## config.mk

```make
export PLATFORM = sky130hd
export DESIGN_NAME = mc_sequencer
export DESIGN_NICKNAME = d
export VERILOG_FILES = /design/src/rtl/mc_seq_pkg.sv /design/src/rtl/mc_seq_next.sv /design/src/rtl/mc_seq_state_reg.sv /design/src/rtl/mc_seq_decode.sv /design/src/rtl/mc_sequencer.sv
export SDC_FILE = /design/constraint.sdc
export NUM_CORES = 1
export LEC_CHECK = 0
export BUFFER_PORTS_ARGS = -buffer_cell sky130_fd_sc_hd__buf_2
export CAP_MARGIN = 10
export CORE_AREA = 2 2 39 41
export DETAILED_ROUTE_END_ITERATION = 8
export DIE_AREA = 0 0 41 43
export GPL_TIMING_DRIVEN = 0
export PLACE_DENSITY = 0.72
export REMOVE_ABC_BUFFERS = 1
export SKIP_CTS_REPAIR_TIMING = 1
export SLEW_MARGIN = 20
export SYNTH_ARGS = -nofsm -noshare
export SYNTH_HDL_FRONTEND = slang
export SYNTH_HIERARCHICAL = 1
export SYNTH_SLANG_ARGS = --single-unit
```

## constraint.sdc

```tcl
create_clock -name clk -period 3.1 [get_ports clk]
set_clock_uncertainty 0.1 [all_clocks]
set_input_delay 0.62 -clock clk [delete_from_list [all_inputs] [get_ports clk]]
set_output_delay 0.62 -clock clk [all_outputs]
set_load 0.05 [all_outputs]
```

## src/rtl/mc_seq_pkg.sv

```systemverilog
package mc_seq_pkg;

    localparam int STATE_W = 4;

    typedef enum logic [STATE_W-1:0] {
        ST_FETCH  = 4'd0,
        ST_DECODE = 4'd1,
        ST_ADDR   = 4'd2,
        ST_LDREAD = 4'd3,
        ST_LDWB   = 4'd4,
        ST_STORE  = 4'd5,
        ST_EXEC   = 4'd6,
        ST_RDONE  = 4'd7,
        ST_BRANCH = 4'd8,
        ST_JUMP   = 4'd9,
        ST_BADOP  = 4'd10,
        ST_OVF    = 4'd11
    } seq_state_t;

    // ALU operand B selections
    localparam logic [1:0] BSEL_REGB  = 2'b00;
    localparam logic [1:0] BSEL_FOUR  = 2'b01;
    localparam logic [1:0] BSEL_IMM   = 2'b10;
    localparam logic [1:0] BSEL_IMMSH = 2'b11;

    // ALU operation classes
    localparam logic [1:0] AMODE_ADD  = 2'b00;
    localparam logic [1:0] AMODE_SUB  = 2'b01;
    localparam logic [1:0] AMODE_FUNC = 2'b10;

    // Next PC sources
    localparam logic [1:0] PCS_ALU    = 2'b00;
    localparam logic [1:0] PCS_ALUREG = 2'b01;
    localparam logic [1:0] PCS_JUMP   = 2'b10;
    localparam logic [1:0] PCS_TRAP   = 2'b11;

    typedef struct packed {
        logic       pc_wr;
        logic       pc_wr_cond;
        logic       addr_sel;
        logic       mem_rd;
        logic       mem_wr;
        logic       ir_wr;
        logic       wb_from_mem;
        logic [1:0] pc_src;
        logic [1:0] alu_mode;
        logic       alu_a_sel;
        logic [1:0] alu_b_sel;
        logic       reg_wr;
        logic       dst_sel;
        logic       cause_val;
        logic       cause_wr;
        logic       epc_wr;
    } seq_ctrl_t;

endpackage

```

## src/rtl/mc_seq_next.sv

```systemverilog
module mc_seq_next
    import mc_seq_pkg::*;
#(
    parameter int               OP_W     = 6,
    parameter logic [OP_W-1:0]  OP_ARITH = 6'd0,
    parameter logic [OP_W-1:0]  OP_JUMP  = 6'd2,
    parameter logic [OP_W-1:0]  OP_BEQ   = 6'd4,
    parameter logic [OP_W-1:0]  OP_LOAD  = 6'd35,
    parameter logic [OP_W-1:0]  OP_STORE = 6'd43
) (
    input  seq_state_t      state,
    input  logic [OP_W-1:0] opcode,
    input  logic            alu_ovf,
    output seq_state_t      nxt
);

    always_comb begin
        nxt = ST_FETCH;
        unique case (state)
            ST_FETCH:  nxt = ST_DECODE;
            ST_DECODE: begin
                if (opcode == OP_LOAD || opcode == OP_STORE) nxt = ST_ADDR;
                else if (opcode == OP_ARITH)                 nxt = ST_EXEC;
                else if (opcode == OP_BEQ)                   nxt = ST_BRANCH;
                else if (opcode == OP_JUMP)                  nxt = ST_JUMP;
                else                                         nxt = ST_BADOP;
            end
            ST_ADDR:   nxt = (opcode == OP_LOAD) ? ST_LDREAD : ST_STORE;
            ST_LDREAD: nxt = ST_LDWB;
            ST_EXEC:   nxt = alu_ovf ? ST_OVF : ST_RDONE;
            ST_LDWB, ST_STORE, ST_RDONE, ST_BRANCH,
            ST_JUMP, ST_BADOP, ST_OVF: nxt = ST_FETCH;
            default:   nxt = ST_FETCH;
        endcase
    end

endmodule

```

## src/rtl/mc_seq_state_reg.sv

```systemverilog
module mc_seq_state_reg
    import mc_seq_pkg::*;
(
    input  logic       clk,
    input  logic       rst,
    input  seq_state_t nxt,
    output seq_state_t state
);

    always_ff @(posedge clk) begin
        if (rst) state <= ST_FETCH;
        else     state <= nxt;
    end

endmodule

```

## src/rtl/mc_seq_decode.sv

```systemverilog
module mc_seq_decode
    import mc_seq_pkg::*;
(
    input  seq_state_t state,
    output seq_ctrl_t  ctrl
);

    always_comb begin
        ctrl = '0;
        unique case (state)
            ST_FETCH: begin
                ctrl.mem_rd    = 1'b1;
                ctrl.ir_wr     = 1'b1;
                ctrl.pc_wr     = 1'b1;
                ctrl.alu_b_sel = BSEL_FOUR;
                ctrl.alu_mode  = AMODE_ADD;
                ctrl.pc_src    = PCS_ALU;
            end
            ST_DECODE: begin
                ctrl.alu_b_sel = BSEL_IMMSH;
                ctrl.alu_mode  = AMODE_ADD;
            end
            ST_ADDR: begin
                ctrl.alu_a_sel = 1'b1;
                ctrl.alu_b_sel = BSEL_IMM;
                ctrl.alu_mode  = AMODE_ADD;
            end
            ST_LDREAD: begin
                ctrl.mem_rd   = 1'b1;
                ctrl.addr_sel = 1'b1;
            end
            ST_LDWB: begin
                ctrl.reg_wr      = 1'b1;
                ctrl.wb_from_mem = 1'b1;
            end
            ST_STORE: begin
                ctrl.mem_wr   = 1'b1;
                ctrl.addr_sel = 1'b1;
            end
            ST_EXEC: begin
                ctrl.alu_a_sel = 1'b1;
                ctrl.alu_b_sel = BSEL_REGB;
                ctrl.alu_mode  = AMODE_FUNC;
            end
            ST_RDONE: begin
                ctrl.reg_wr  = 1'b1;
                ctrl.dst_sel = 1'b1;
            end
            ST_BRANCH: begin
                ctrl.alu_a_sel  = 1'b1;
                ctrl.alu_b_sel  = BSEL_REGB;
                ctrl.alu_mode   = AMODE_SUB;
                ctrl.pc_wr_cond = 1'b1;
                ctrl.pc_src     = PCS_ALUREG;
            end
            ST_JUMP: begin
                ctrl.pc_wr  = 1'b1;
                ctrl.pc_src = PCS_JUMP;
            end
            ST_BADOP, ST_OVF: begin
                ctrl.cause_val = (state == ST_OVF);
                ctrl.cause_wr  = 1'b1;
                ctrl.alu_b_sel = BSEL_FOUR;
                ctrl.alu_mode  = AMODE_SUB;
                ctrl.epc_wr    = 1'b1;
                ctrl.pc_wr     = 1'b1;
                ctrl.pc_src    = PCS_TRAP;
            end
            default: ctrl = '0;
        endcase
    end

endmodule

```

## src/rtl/mc_sequencer.sv

```systemverilog
module mc_sequencer
    import mc_seq_pkg::*;
#(
    parameter int               OP_W     = 6,
    parameter logic [OP_W-1:0]  OP_ARITH = 6'd0,
    parameter logic [OP_W-1:0]  OP_JUMP  = 6'd2,
    parameter logic [OP_W-1:0]  OP_BEQ   = 6'd4,
    parameter logic [OP_W-1:0]  OP_LOAD  = 6'd35,
    parameter logic [OP_W-1:0]  OP_STORE = 6'd43
) (
    input  logic            clk,
    input  logic            rst,
    input  logic [OP_W-1:0] opcode,
    input  logic            alu_ovf,
    output logic            pc_wr,
    output logic            pc_wr_cond,
    output logic            addr_sel,
    output logic            mem_rd,
    output logic            mem_wr,
    output logic            ir_wr,
    output logic            wb_from_mem,
    output logic [1:0]      pc_src,
    output logic [1:0]      alu_mode,
    output logic            alu_a_sel,
    output logic [1:0]      alu_b_sel,
    output logic            reg_wr,
    output logic            dst_sel,
    output logic            cause_val,
    output logic            cause_wr,
    output logic            epc_wr
);

    seq_state_t state_q;
    seq_state_t state_d;
    seq_ctrl_t  ctrl;

    mc_seq_next #(
        .OP_W(OP_W), .OP_ARITH(OP_ARITH), .OP_JUMP(OP_JUMP),
        .OP_BEQ(OP_BEQ), .OP_LOAD(OP_LOAD), .OP_STORE(OP_STORE)
    ) u_next (
        .state   (state_q),
        .opcode  (opcode),
        .alu_ovf (alu_ovf),
        .nxt     (state_d)
    );

    mc_seq_state_reg u_sreg (
        .clk   (clk),
        .rst   (rst),
        .nxt   (state_d),
        .state (state_q)
    );

    mc_seq_decode u_dec (
        .state (state_q),
        .ctrl  (ctrl)
    );

    assign pc_wr       = ctrl.pc_wr;
    assign pc_wr_cond  = ctrl.pc_wr_cond;
    assign addr_sel    = ctrl.addr_sel;
    assign mem_rd      = ctrl.mem_rd;
    assign mem_wr      = ctrl.mem_wr;
    assign ir_wr       = ctrl.ir_wr;
    assign wb_from_mem = ctrl.wb_from_mem;
    assign pc_src      = ctrl.pc_src;
    assign alu_mode    = ctrl.alu_mode;
    assign alu_a_sel   = ctrl.alu_a_sel;
    assign alu_b_sel   = ctrl.alu_b_sel;
    assign reg_wr      = ctrl.reg_wr;
    assign dst_sel     = ctrl.dst_sel;
    assign cause_val   = ctrl.cause_val;
    assign cause_wr    = ctrl.cause_wr;
    assign epc_wr      = ctrl.epc_wr;

endmodule

```

## Yosys cells after proc, flatten, opt, wreduce, memory -nomap -nowiden

Index checks and enable logic that the tools add are counted.

- Bits in registers: 4
- Output and inout port bits: 19
- Bits of input ports: 9
- Word-level logic and storage cells: 48

- Mux-type cells: 21
- Equality and inequality tests: 15
- Reduce and logical (&&, ||, !) cells: 11

Operators by type and width:

| cell | number |
|---|---|
| $pmux W4 S5 | 1 |
| $eq A4 B3 Y1 const B | 4 |
| $eq A4 B4 Y1 const B | 4 |
| $mux W4 | 4 |
| $eq A6 B6 Y1 const B | 2 |
| $pmux W2 S3 | 2 |
| $mux W1 | 10 |
| $reduce_or A3 Y1 | 3 |
| $eq A4 B2 Y1 const B | 2 |
| $reduce_or A2 Y1 | 4 |
| $eq A6 B2 Y1 const B | 1 |
| $eq A6 B3 Y1 const B | 1 |
| $logic_not A6 Y1 | 1 |
| $mux W3 | 2 |
| $eq A4 B1 Y1 const B | 1 |
| $logic_not A4 Y1 | 1 |
| $pmux W2 S2 | 1 |
| $reduce_or A4 Y1 | 1 |
| $mux W2 | 1 |
| $logic_or A1 B1 Y1 | 1 |

## Logic depth before layout (Yosys ltp)

Gate-level depths: netlist of the first run.

- Depth in word-level cells: 6
- Gate-level depth with buffers: 5

## Hierarchy

The synthesis of the first run kept the hierarchy.

By module, submodules not included:

| module | area an instance (um2) | instances | cells each |
|---|---|---|---|
| mc_seq_decode | 232.7 | 1 | 32 |
| mc_seq_next | 171.4 | 1 | 22 |
| mc_seq_state_reg | 105.1 | 1 | 8 |

## Least setup slack after synthesis of the first run

No wires, ideal clock.

- Kind: reg2out
- Start point: register u_sreg.state[3]
- End point: output port mem_wr
- Cell stages (with the launch flop): 4
- Buffers on the path: 1
- Required time: 2.380 ns
- Setup slack: 0.454 ns
- Data arrival time: 1.926 ns
- Cells stage by stage: dfxtp_1 > buf_2 > nand2b_2 > nor3b_1

- Longest elaborated chain between the ends: 2

RTL lines:

| element | RTL line | RTL |
|---|---|---|
| start, declared | mc_seq_state_reg.sv:7 | `output seq_state_t state` |
| start signal, assigned | mc_seq_state_reg.sv:12 | `else state <= nxt;` |
| $eq A4 B3 Y1 | mc_seq_decode.sv:10 | `unique case (state)` |
| $mux W1 | mc_seq_decode.sv:10 |  |
| end, declared | mc_sequencer.sv:19 | `output logic mem_wr,` |

Every way passes these cells.

## Worst setup path after layout of the first run

- Start point: register u_sreg.state[1]
- End point: output port alu_a_sel

- Longest elaborated chain between the ends: 3

RTL lines:

| element | RTL line | RTL |
|---|---|---|
| $eq A4 B2 Y1 (tied with other cells) | mc_seq_decode.sv:10 |  |
| $reduce_or A3 Y1 (no line) * | n/a |  |
| $mux W1 * | mc_seq_decode.sv:10 |  |
| end, declared | mc_sequencer.sv:24 | `output logic alu_a_sel,` |

Mark *: on every way between the ends. The rest lies on a longest branch, timed or not.

==> results.sh, run 1 <==
export IMPL_final_nets=98
export IMPL_clk_pin_slew_ns=0.04
export IMPL_comb_power_share=0.582
export IMPL_met1_length_um=463
export IMPL_synth_edff_count=0
export IMPL_fillerInstances=153
export IMPL_ys_seq_area_frac=0.157
export IMPL_drc=0
export IMPL_power_mw=0.355
export IMPL_worst_pin_slew_ns=0.629
export IMPL_top_layer="met3"
export IMPL_power_density_nw_per_um2=549
export IMPL_first_iter_violations=9
export IMPL_grt_pass1_vias=428
export IMPL_dr_pass1_iters=4
export IMPL_yosys_area_top_type="dfxtp_1"
export IMPL_largest_reg_flops=4
export IMPL_cts_tree="yes"
export IMPL_cts_htree_levels=1
export IMPL_top_register="u_sreg/state"
export IMPL_status="complete, no violations"
export IMPL_gp_congestion=0.719
export IMPL_fp_row_count=14
export IMPL_clk_latency_ns=0.23
export IMPL_p_clk_frac=0.180
export IMPL_ys_flop_type="dfxtp_1"
export IMPL_detail_route_antenna_nets=0
export IMPL_cp_cell_sequence="or3b_1 > o31ai_2 > buf_2"
export IMPL_crit_buf_inv=1
export IMPL_slew_headroom=0.580
export IMPL_path_max_fanout=16
export IMPL_grt_pass1_wl_um=1630
export IMPL_hp_class="in -> reg"
export IMPL_avgSynthCellArea_sq_um=8.21
export IMPL_intPower_mw=0.164
export IMPL_dieArea_sq_um=1760
export IMPL_synth_seq_cells=4
export IMPL_synthToLayoutAreaGrowth_pct=27.0
export IMPL_synth_top_area_frac=0.157
export IMPL_syn_instance_count=62
export IMPL_cts_path_max_buffers=2
export IMPL_fin_crit_ns=2.44
export IMPL_met2WireLength_um=496
export IMPL_core_sq_um=1380
export IMPL_globalRouteOverflowTotal=0
export IMPL_hpwl_um=818
export IMPL_diodes=0
export IMPL_cp_required_ns=2.38
export IMPL_drive_gt1_frac=0.460
export IMPL_ys_warn_count=6
export IMPL_fmax_mhz=410
export IMPL_cts_sinks=4
export IMPL_grt_max_degree=18
export IMPL_maxCapViolCount=0
export IMPL_num_vias=538
export IMPL_cp_slowest_stage_delay_ns=0.71
export IMPL_start_kind="register"
export IMPL_drv_slew=0
export IMPL_p_leak_nw=0.285
export IMPL_synth_cell_types=33
export IMPL_ios=28
export IMPL_synth_area_leaders="dfxtp_1, nor2_1, nor2b_1"
export IMPL_reg_top3="u_sreg/state: 4 flops"
export IMPL_initial_utilization=0.368
export IMPL_final_setup_viol_count=0
export IMPL_hold_viol=0
export IMPL_cp_arrival_ns=1.72
export IMPL_cts_root_buffer="clkbuf_4"
export IMPL_crit_family="flip-flops"
export IMPL_cp_slowest_cell="dfxtp_1"
export IMPL_netSwitchingFraction=0.537
export IMPL_via_per_inst=5.22
export IMPL_power_switching_mw=0.191
export IMPL_dr_wl_met3_um=108
export IMPL_end_kind="output pin"
export IMPL_ir_worst_vdd_uv=176
export IMPL_tns_ns=0
export IMPL_routed_wl_um=1070
export IMPL_seqPwrFrac=0.237
export IMPL_portBuffers=27
export IMPL_die_height_um=43
export IMPL_critPathKind="reg -> out"
export IMPL_rsz0062_at_grt="no"
export IMPL_async_flop_share=0
export IMPL_cts_buffers=3
export IMPL_antenna_found_initial=0
export IMPL_syn_area_sq_um=509
export IMPL_fp_dieW_um=41
export IMPL_grt_use_total=0.133
export IMPL_wire_per_inst_um=10.4
export IMPL_period_share=0.787
## synth_stat cells (2+ instances only)
cell	instances
xnor2_1	2
nor3_1	3
nor3b_1	2
buf_2	2
nor3b_2	2
dfxtp_1	4
buf_6	2
nor2b_1	4
nand2_1	2
or4_1	2
a21oi_1	2
nand2b_1	2
o32ai_1	2
nor2_1	9
xor2_1	2
inv_1	3
## cell usage in the layout (no fill, tap or decap), drive strengths merged
master / n
dfxtp: 4
o32ai: 2
nor3b: 4
xor2: 2
buf: 27
o31a: 1
inv: 3
nor2b: 4
nand2: 2
nor2: 9
nand3: 1
nand4b: 1
or4b: 2
a211oi: 1
nor3: 4
a21oi: 2
o31ai: 2
xnor2: 2
o21bai: 1
clkbuf: 3
a221oi: 1
or4: 3
nand2b: 3
a32o: 1
nor4: 1
or3b: 1
## kinds of logic after synthesis
logic type,share of synthesized area
buffers and inverters,0.101
AND/OR/NAND/NOR,0.484
flip-flops,0.157
AO/OA/AOI/OAI,0.189
XOR/XNOR,0.0688
## per-layer routing
| layer | GRT usage | vias up |
|---|---|---|
| li1 | - | 276 |
| met1 | 0.152 | 235 |
| met2 | 0.194 | 27 |
| met3 | 0.0471 | 0 |
| met4 | 0.0933 | 0 |
| met5 | 0 | - |
## through the flow
step | cells | cell area [sq um] | hold slack [ns] | setup slack, ns | util
2_1_floorplan | 57 | 469 | 0.592 | 0.235 | -
3_3_place_gp | 100 | 624 | 0.729 | 0.799 | 0.451
3_5_place_dp | 100 | 624 | 0.734 | 0.790 | 0.451
4_1_cts | 103 | 647 | 0.487 | 0.639 | 0.467
5_1_grt | 103 | 647 | 0.488 | 0.523 | 0.467
6_report | 103 | 647 | 0.494 | 0.659 | 0.467
## area by class of cell
cell class                 instances  area, sq um  share of cell area
clock buffer                       3         22.5              0.0348
inverter                           3         11.3              0.0174
multi-input combinational         50          378               0.584
sequential                         4         80.1               0.124
tap                               16         20.0              0.0309
timing repair buffer              27          135               0.209
## power groups by stage
| stage | registers [mW] | clock network, mW | logic (mW) |
|---|---|---|---|
| after global placement | 0.0850 | 0 | 0.206 |
| final | 0.0844 | 0.0639 | 0.207 |
| after CTS | 0.0848 | 0.0654 | 0.208 |
| after floorplan | 0.0800 | 0 | 0.167 |
| after detailed placement | 0.0856 | 0 | 0.208 |
| after global routing | 0.0880 | 0.0703 | 0.221 |
## final timing paths
check | startpoint | end | slack (ns) | cells past startpoint
setup / recovery | u_sreg/state[1]$_SDFF_PP0_ | alu_a_sel | 0.66 | 3
hold / removal | rst | u_sreg/state[0]$_SDFF_PP0_ | 0.49 | 2
setup reg to reg | u_sreg/state[0]$_SDFF_PP0_ | u_sreg/state[1]$_SDFF_PP0_ | 1.27 | 3
hold reg to reg | u_sreg/state[2]$_SDFF_PP0_ | u_sreg/state[3]$_SDFF_PP0_ | 0.77 | 3
Note: power is estimated with default switching activity, not from simulation.
==> run 2: changes to the inputs <==
--- a/config.mk
+++ b/config.mk
@@ -7,11 +7,11 @@
 export LEC_CHECK = 0
 export BUFFER_PORTS_ARGS = -buffer_cell sky130_fd_sc_hd__buf_2
 export CAP_MARGIN = 10
-export CORE_AREA = 2 2 39 41
+export CORE_MARGIN = 2
+export CORE_UTILIZATION = 38
 export DETAILED_ROUTE_END_ITERATION = 8
-export DIE_AREA = 0 0 41 43
 export GPL_TIMING_DRIVEN = 0
-export PLACE_DENSITY = 0.72
+export PLACE_DENSITY = 0.75
 export REMOVE_ABC_BUFFERS = 1
 export SKIP_CTS_REPAIR_TIMING = 1
 export SLEW_MARGIN = 20
==> constraint.sdc (replaced) <==
create_clock -name clk -period 2 [get_ports clk]
set_clock_uncertainty 0.1 [all_clocks]
set_input_delay 0.4 -clock clk [delete_from_list [all_inputs] [get_ports clk]]
set_output_delay 0.4 -clock clk [all_outputs]
set_load 0.05 [all_outputs]
==> run 2 against run 1 <==
Effect of this change: first-iteration DRC count is 22% higher; worst setup slack worse by 0.58 ns; cell area rose by 2.1%; largest cell class unchanged.
==> results.sh, run 2 (synthesized netlist as in run 1, its figures left out) <==
export IMPL_status="complete, no violations"
export IMPL_hold_viol=0
export IMPL_p_leak_nw=0.288
export IMPL_fin_crit_ns=1.92
export IMPL_comb_power_share=0.584
export IMPL_seqCellArea_sq_um=92.6
export IMPL_ir_worst_vdd_uv=293
export IMPL_layout_setup_ws_ns=0.0797
export IMPL_reg_top3="u_sreg/state: 4 flops"
export IMPL_fp_row_count=13
export IMPL_cts_buffers=3
export IMPL_seqPwrFrac=0.242
export IMPL_start_kind="register"
export IMPL_netSwitchingFraction=0.535
export IMPL_via_per_inst=5.23
export IMPL_cp_arrival_ns=1.42
export IMPL_mostFrequentLayoutCell="buf_2"
export IMPL_hp_class="in -> reg"
export IMPL_detail_route_antenna_nets=0
export IMPL_wire_per_inst_um=11.0
export IMPL_drv_slew=0
export IMPL_synthToLayoutAreaGrowth_pct=29.7
export IMPL_power_switching_mw=0.297
export IMPL_diodes=0
export IMPL_p_clk_frac=0.174
export IMPL_multi_input_area_sq_um=378
export IMPL_die_height_um=40.6
export IMPL_fillerInstances=133
export IMPL_dieArea_sq_um=1650
export IMPL_cts_htree_levels=1
export IMPL_cp_required_ns=1.50
export IMPL_intPower_mw=0.259
export IMPL_antenna_found_initial=0
export IMPL_grt_pass1_wl_um=1640
export IMPL_clk_pin_slew_ns=0.04
export IMPL_globalRouteOverflowTotal=0
export IMPL_final_setup_viol_count=0
export IMPL_hpwl_um=823
export IMPL_grt_use_total=0.152
export IMPL_period_share=0.960
export IMPL_power_density_nw_per_um2=842
export IMPL_worst_pin_slew_ns=0.302
export IMPL_gp_congestion=0.729
export IMPL_largest_reg_flops=4
export IMPL_clk_latency_ns=0.23
export IMPL_final_util=0.521
export IMPL_cts_tree="yes"
export IMPL_fp_dieW_um=40.6
export IMPL_num_vias=533
export IMPL_end_kind="output pin"
export IMPL_pre_cts_ws_ns=-0.112
export IMPL_routed_wl_um=1120
export IMPL_grt_pass1_vias=393
export IMPL_slew_headroom=0.799
export IMPL_critPathKind="reg -> out"
export IMPL_cts_sinks=4
export IMPL_portBuffers=27
export IMPL_ios=28
export IMPL_dr_pass1_iters=4
export IMPL_cts_path_max_buffers=2
export IMPL_drive_gt1_frac=0.506
export IMPL_initial_utilization=0.401
export IMPL_rsz0062_at_grt="no"
export IMPL_path_max_fanout=16
export IMPL_cts_root_buffer="clkbuf_4"
export IMPL_fmax_mhz=521
export IMPL_final_nets=98
export IMPL_tns_ns=0
export IMPL_top_register="u_sreg/state"
export IMPL_maxCapViolCount=0
export IMPL_core_sq_um=1270
export IMPL_final_cell_mix="buf_2, nor2_1, clkbuf_4, nor2b_1"
export IMPL_drc=0
export IMPL_grt_max_degree=18
export IMPL_first_iter_violations=11
-- run 2: cell count changes in the layout (fill, tap and decap cells not counted), sizes merged --
cell	previous run	this run
buf	27	26
clkbuf	3	4
-- run 2: routing by layer --
metal  global-route usage  routed length [um]  vias to the layer above
li1                     -                   -                      280
met1                0.178                 517                      226
met2                0.242                 495                       27
met3               0.0389                 104                        0
met4                0.100                   0                        0
met5                    0                   0                        -
-- run 2: area by class of cell --
type                            instances  share of cell area
Tap cell                               15              0.0284
Multi-Input combinational cell         50               0.572
Inverter                                3              0.0170
Clock buffer                            3              0.0341
Sequential cell                         4               0.140
Timing Repair Buffer                   27               0.208
-- run 2: stage by stage --
| stage | power [mW] | hold WS, ns | cells | instance area (sq um) |
|---|---|---|---|---|
| 2_1_floorplan | 0.383 | 0.372 | 57 | 469 |
| 3_3_place_gp | 0.450 | 0.507 | 99 | 623 |
| 3_5_place_dp | 0.456 | 0.507 | 99 | 623 |
| 4_1_cts | 0.557 | 0.263 | 102 | 646 |
| 5_1_grt | 0.586 | 0.260 | 102 | 661 |
| 6_report | 0.556 | 0.261 | 102 | 661 |
-- run 2: worst paths after layout --
path                                                  from                          to  slack, ns  cells after the start
worst min register to register  u_sreg/state[3]$_SDFF_PP0_  u_sreg/state[0]$_SDFF_PP0_       0.56                      2
worst min-delay path                                   rst  u_sreg/state[0]$_SDFF_PP0_       0.26                      2
worst max register to register  u_sreg/state[1]$_SDFF_PP0_  u_sreg/state[3]$_SDFF_PP0_       0.40                      3
worst max-delay path            u_sreg/state[1]$_SDFF_PP0_                alu_b_sel[1]       0.08                      3
-- run 2: power by group through the flow --
stage	combinational [mW]	sequential, mW	clock, mW
2_1_floorplan	0.259	0.124	0
3_3_place_gp	0.318	0.132	0
3_5_place_dp	0.323	0.133	0
4_1_cts	0.324	0.132	0.101
5_1_grt	0.346	0.138	0.102
6_report	0.325	0.135	0.0971
-- run 2: critical path, cell delays in order, from the launching register on --
cell     delay, ns
dfxtp_4       0.46
xor2_1        0.24
nor3b_2       0.21
buf_2         0.28
==> run 3: changes to the inputs <==
--- a/config.mk
+++ b/config.mk
@@ -7,11 +7,11 @@
 export LEC_CHECK = 0
 export BUFFER_PORTS_ARGS = -buffer_cell sky130_fd_sc_hd__buf_2
 export CAP_MARGIN = 10
-export CORE_MARGIN = 2
-export CORE_UTILIZATION = 38
+export CORE_AREA = 2 2 39 41
 export DETAILED_ROUTE_END_ITERATION = 8
-export GPL_TIMING_DRIVEN = 0
-export PLACE_DENSITY = 0.75
+export DIE_AREA = 0 0 41 43
+export GPL_ROUTABILITY_DRIVEN = 0
+export PLACE_DENSITY = 0.72
 export REMOVE_ABC_BUFFERS = 1
 export SKIP_CTS_REPAIR_TIMING = 1
 export SLEW_MARGIN = 20
==> constraint.sdc (replaced) <==
create_clock -name clk -period 2.4 [get_ports clk]
set_clock_uncertainty 0.1 [all_clocks]
set_input_delay 0.48 -clock clk [delete_from_list [all_inputs] [get_ports clk]]
set_output_delay 0.48 -clock clk [all_outputs]
set_load 0.05 [all_outputs]
==> run 3 against run 2 <==
Effect of this change: critical path type unchanged; worst setup slack improved by 0.15 ns; first-iteration DRC count unchanged; routed wire length down 4.4%; sequential power decreased by 26%; power fell by 16%; critical path depth is 1 higher; cell area increased by 1.3%; clock power shrank 15%; die area is 6.9% higher; register-to-register slack improved by 0.28 ns; worst hold slack gained 0.090 ns.
==> results.sh, run 3 (synthesized netlist as in run 1, its figures left out) <==
export IMPL_rsz0062_at_grt="no"
export IMPL_dieArea_sq_um=1760
export IMPL_wire_per_inst_um=10.1
export IMPL_globalRouteOverflowTotal=0
export IMPL_p_leak_nw=0.301
export IMPL_largest_reg_flops=4
export IMPL_fmax_mhz=460
export IMPL_hpwl_um=830
export IMPL_final_cell_mix="buf_2, nor2_1, nor2b_1, dfxtp_1"
export IMPL_cts_path_max_buffers=2
export IMPL_drive_gt1_frac=0.478
export IMPL_hp_start="rst"
export IMPL_clk_pin_slew_ns=0.04
export IMPL_dr_pass1_iters=4
export IMPL_period_share=0.905
export IMPL_initial_utilization=0.368
export IMPL_drc=0
export IMPL_fin_crit_ns=2.17
export IMPL_pre_cts_ws_ns=0.247
export IMPL_num_vias=539
export IMPL_fp_dieW_um=41
export IMPL_cp_required_ns=1.82
export IMPL_maxCapViolCount=0
export IMPL_place_area_sq_um=647
export IMPL_hold_viol=0
export IMPL_startpoint="u_sreg/state[1]$_SDFF_PP0_"
export IMPL_cts_tree="yes"
export IMPL_via_per_inst=5.08
export IMPL_multi_input_area_sq_um=378
export IMPL_fillerInstances=134
export IMPL_start_kind="register"
export IMPL_core_sq_um=1380
export IMPL_reg_top3="u_sreg/state: 4 flops"
export IMPL_tns_ns=0
export IMPL_worst_pin_slew_ns=0.542
export IMPL_first_iter_violations=11
export IMPL_cts_buffers=3
export IMPL_die_height_um=43
export IMPL_ir_worst_vdd_uv=198
export IMPL_routed_wl_um=1070
export IMPL_ios=28
export IMPL_grt_use_total=0.134
export IMPL_diodes=0
export IMPL_antenna_found_initial=0
export IMPL_cts_htree_levels=1
export IMPL_cts_sinks=4
export IMPL_detail_route_antenna_nets=0
export IMPL_fp_row_count=14
export IMPL_slew_headroom=0.638
export IMPL_top_register="u_sreg/state"
export IMPL_cts_root_buffer="clkbuf_4"
export IMPL_mostFrequentLayoutCell="buf_2"
export IMPL_grt_pass1_vias=392
export IMPL_clk_latency_ns=0.23
export IMPL_grt_max_degree=15
export IMPL_power_mw=0.468
export IMPL_cp_arrival_ns=1.59
export IMPL_hp_class="in -> reg"
export IMPL_design_area_sq_um=669
export IMPL_status="complete, no violations"
export IMPL_synthToLayoutAreaGrowth_pct=31.4
export IMPL_end_kind="output pin"
export IMPL_path_max_fanout=11
export IMPL_portBuffers=27
export IMPL_grt_pass1_wl_um=1590
export IMPL_drv_slew=0
export IMPL_final_nets=101
export IMPL_power_density_nw_per_um2=699
export IMPL_seqCellArea_sq_um=80.1
export IMPL_hold_slack_ns=0.351
export IMPL_r2r_start="u_sreg/state[3]$_SDFF_PP0_"
export IMPL_layout_setup_ws_ns=0.227
export IMPL_critPathKind="reg -> out"
export IMPL_final_setup_viol_count=0
## run 3: changes by cell type in the layout (fill, tap and decap cells not counted)
cell / before / now
buf_2: 26 / 27
buf_4: 0 / 3
clkbuf_4: 4 / 3
dfxtp_1: 0 / 4
dfxtp_2: 1 / 0
dfxtp_4: 3 / 0
## run 3: path summary, 6_finish.rpt
path	cells past startpoint	slack, ns	endpoint
setup / recovery	4	0.23	addr_sel
hold reg to reg	2	0.73	u_sreg/state[0]$_SDFF_PP0_
setup reg to reg	4	0.68	u_sreg/state[3]$_SDFF_PP0_
hold / removal	2	0.35	u_sreg/state[1]$_SDFF_PP0_
## run 3: final cells by class
| cell class | count | area share |
|---|---|---|
| Clock buffer | 3 | 0.0336 |
| Inverter | 3 | 0.0168 |
| Multi-Input combinational cell | 50 | 0.564 |
| Sequential cell | 4 | 0.120 |
| Tap cell | 16 | 0.0299 |
| Timing Repair Buffer | 30 | 0.236 |
## run 3: routing by layer
| layer | wire length, um | GRT usage | up-vias |
|---|---|---|---|
| met1 | 482 | 0.155 | 229 |
| li1 | - | - | 281 |
| met5 | 0 | 0 | - |
| met3 | 98 | 0.0314 | 2 |
| met4 | 15 | 0.100 | 0 |
| met2 | 472 | 0.200 | 27 |
## run 3: critical path: stages, from the launching register on
cell and delay (ns):
dfxtp_1 0.58, buf_4 0.23, xnor2_1 0.09, nor3b_2 0.17, buf_2 0.28
## run 3: report_power, final
group / total (mW) / internal, mW / switching, mW
Combinational: 0.285 / 0.0893 / 0.195
Clock: 0.0830 / 0.0559 / 0.0271
Sequential: 0.100 / 0.0744 / 0.0260
Total: 0.468 / 0.220 / 0.248
## run 3: metrics by stage
step           utilization  std cells
6_report             0.484        106
5_1_grt              0.484        106
4_1_cts              0.484        106
3_5_place_dp         0.467        103
3_3_place_gp         0.467        103
2_1_floorplan            -         57
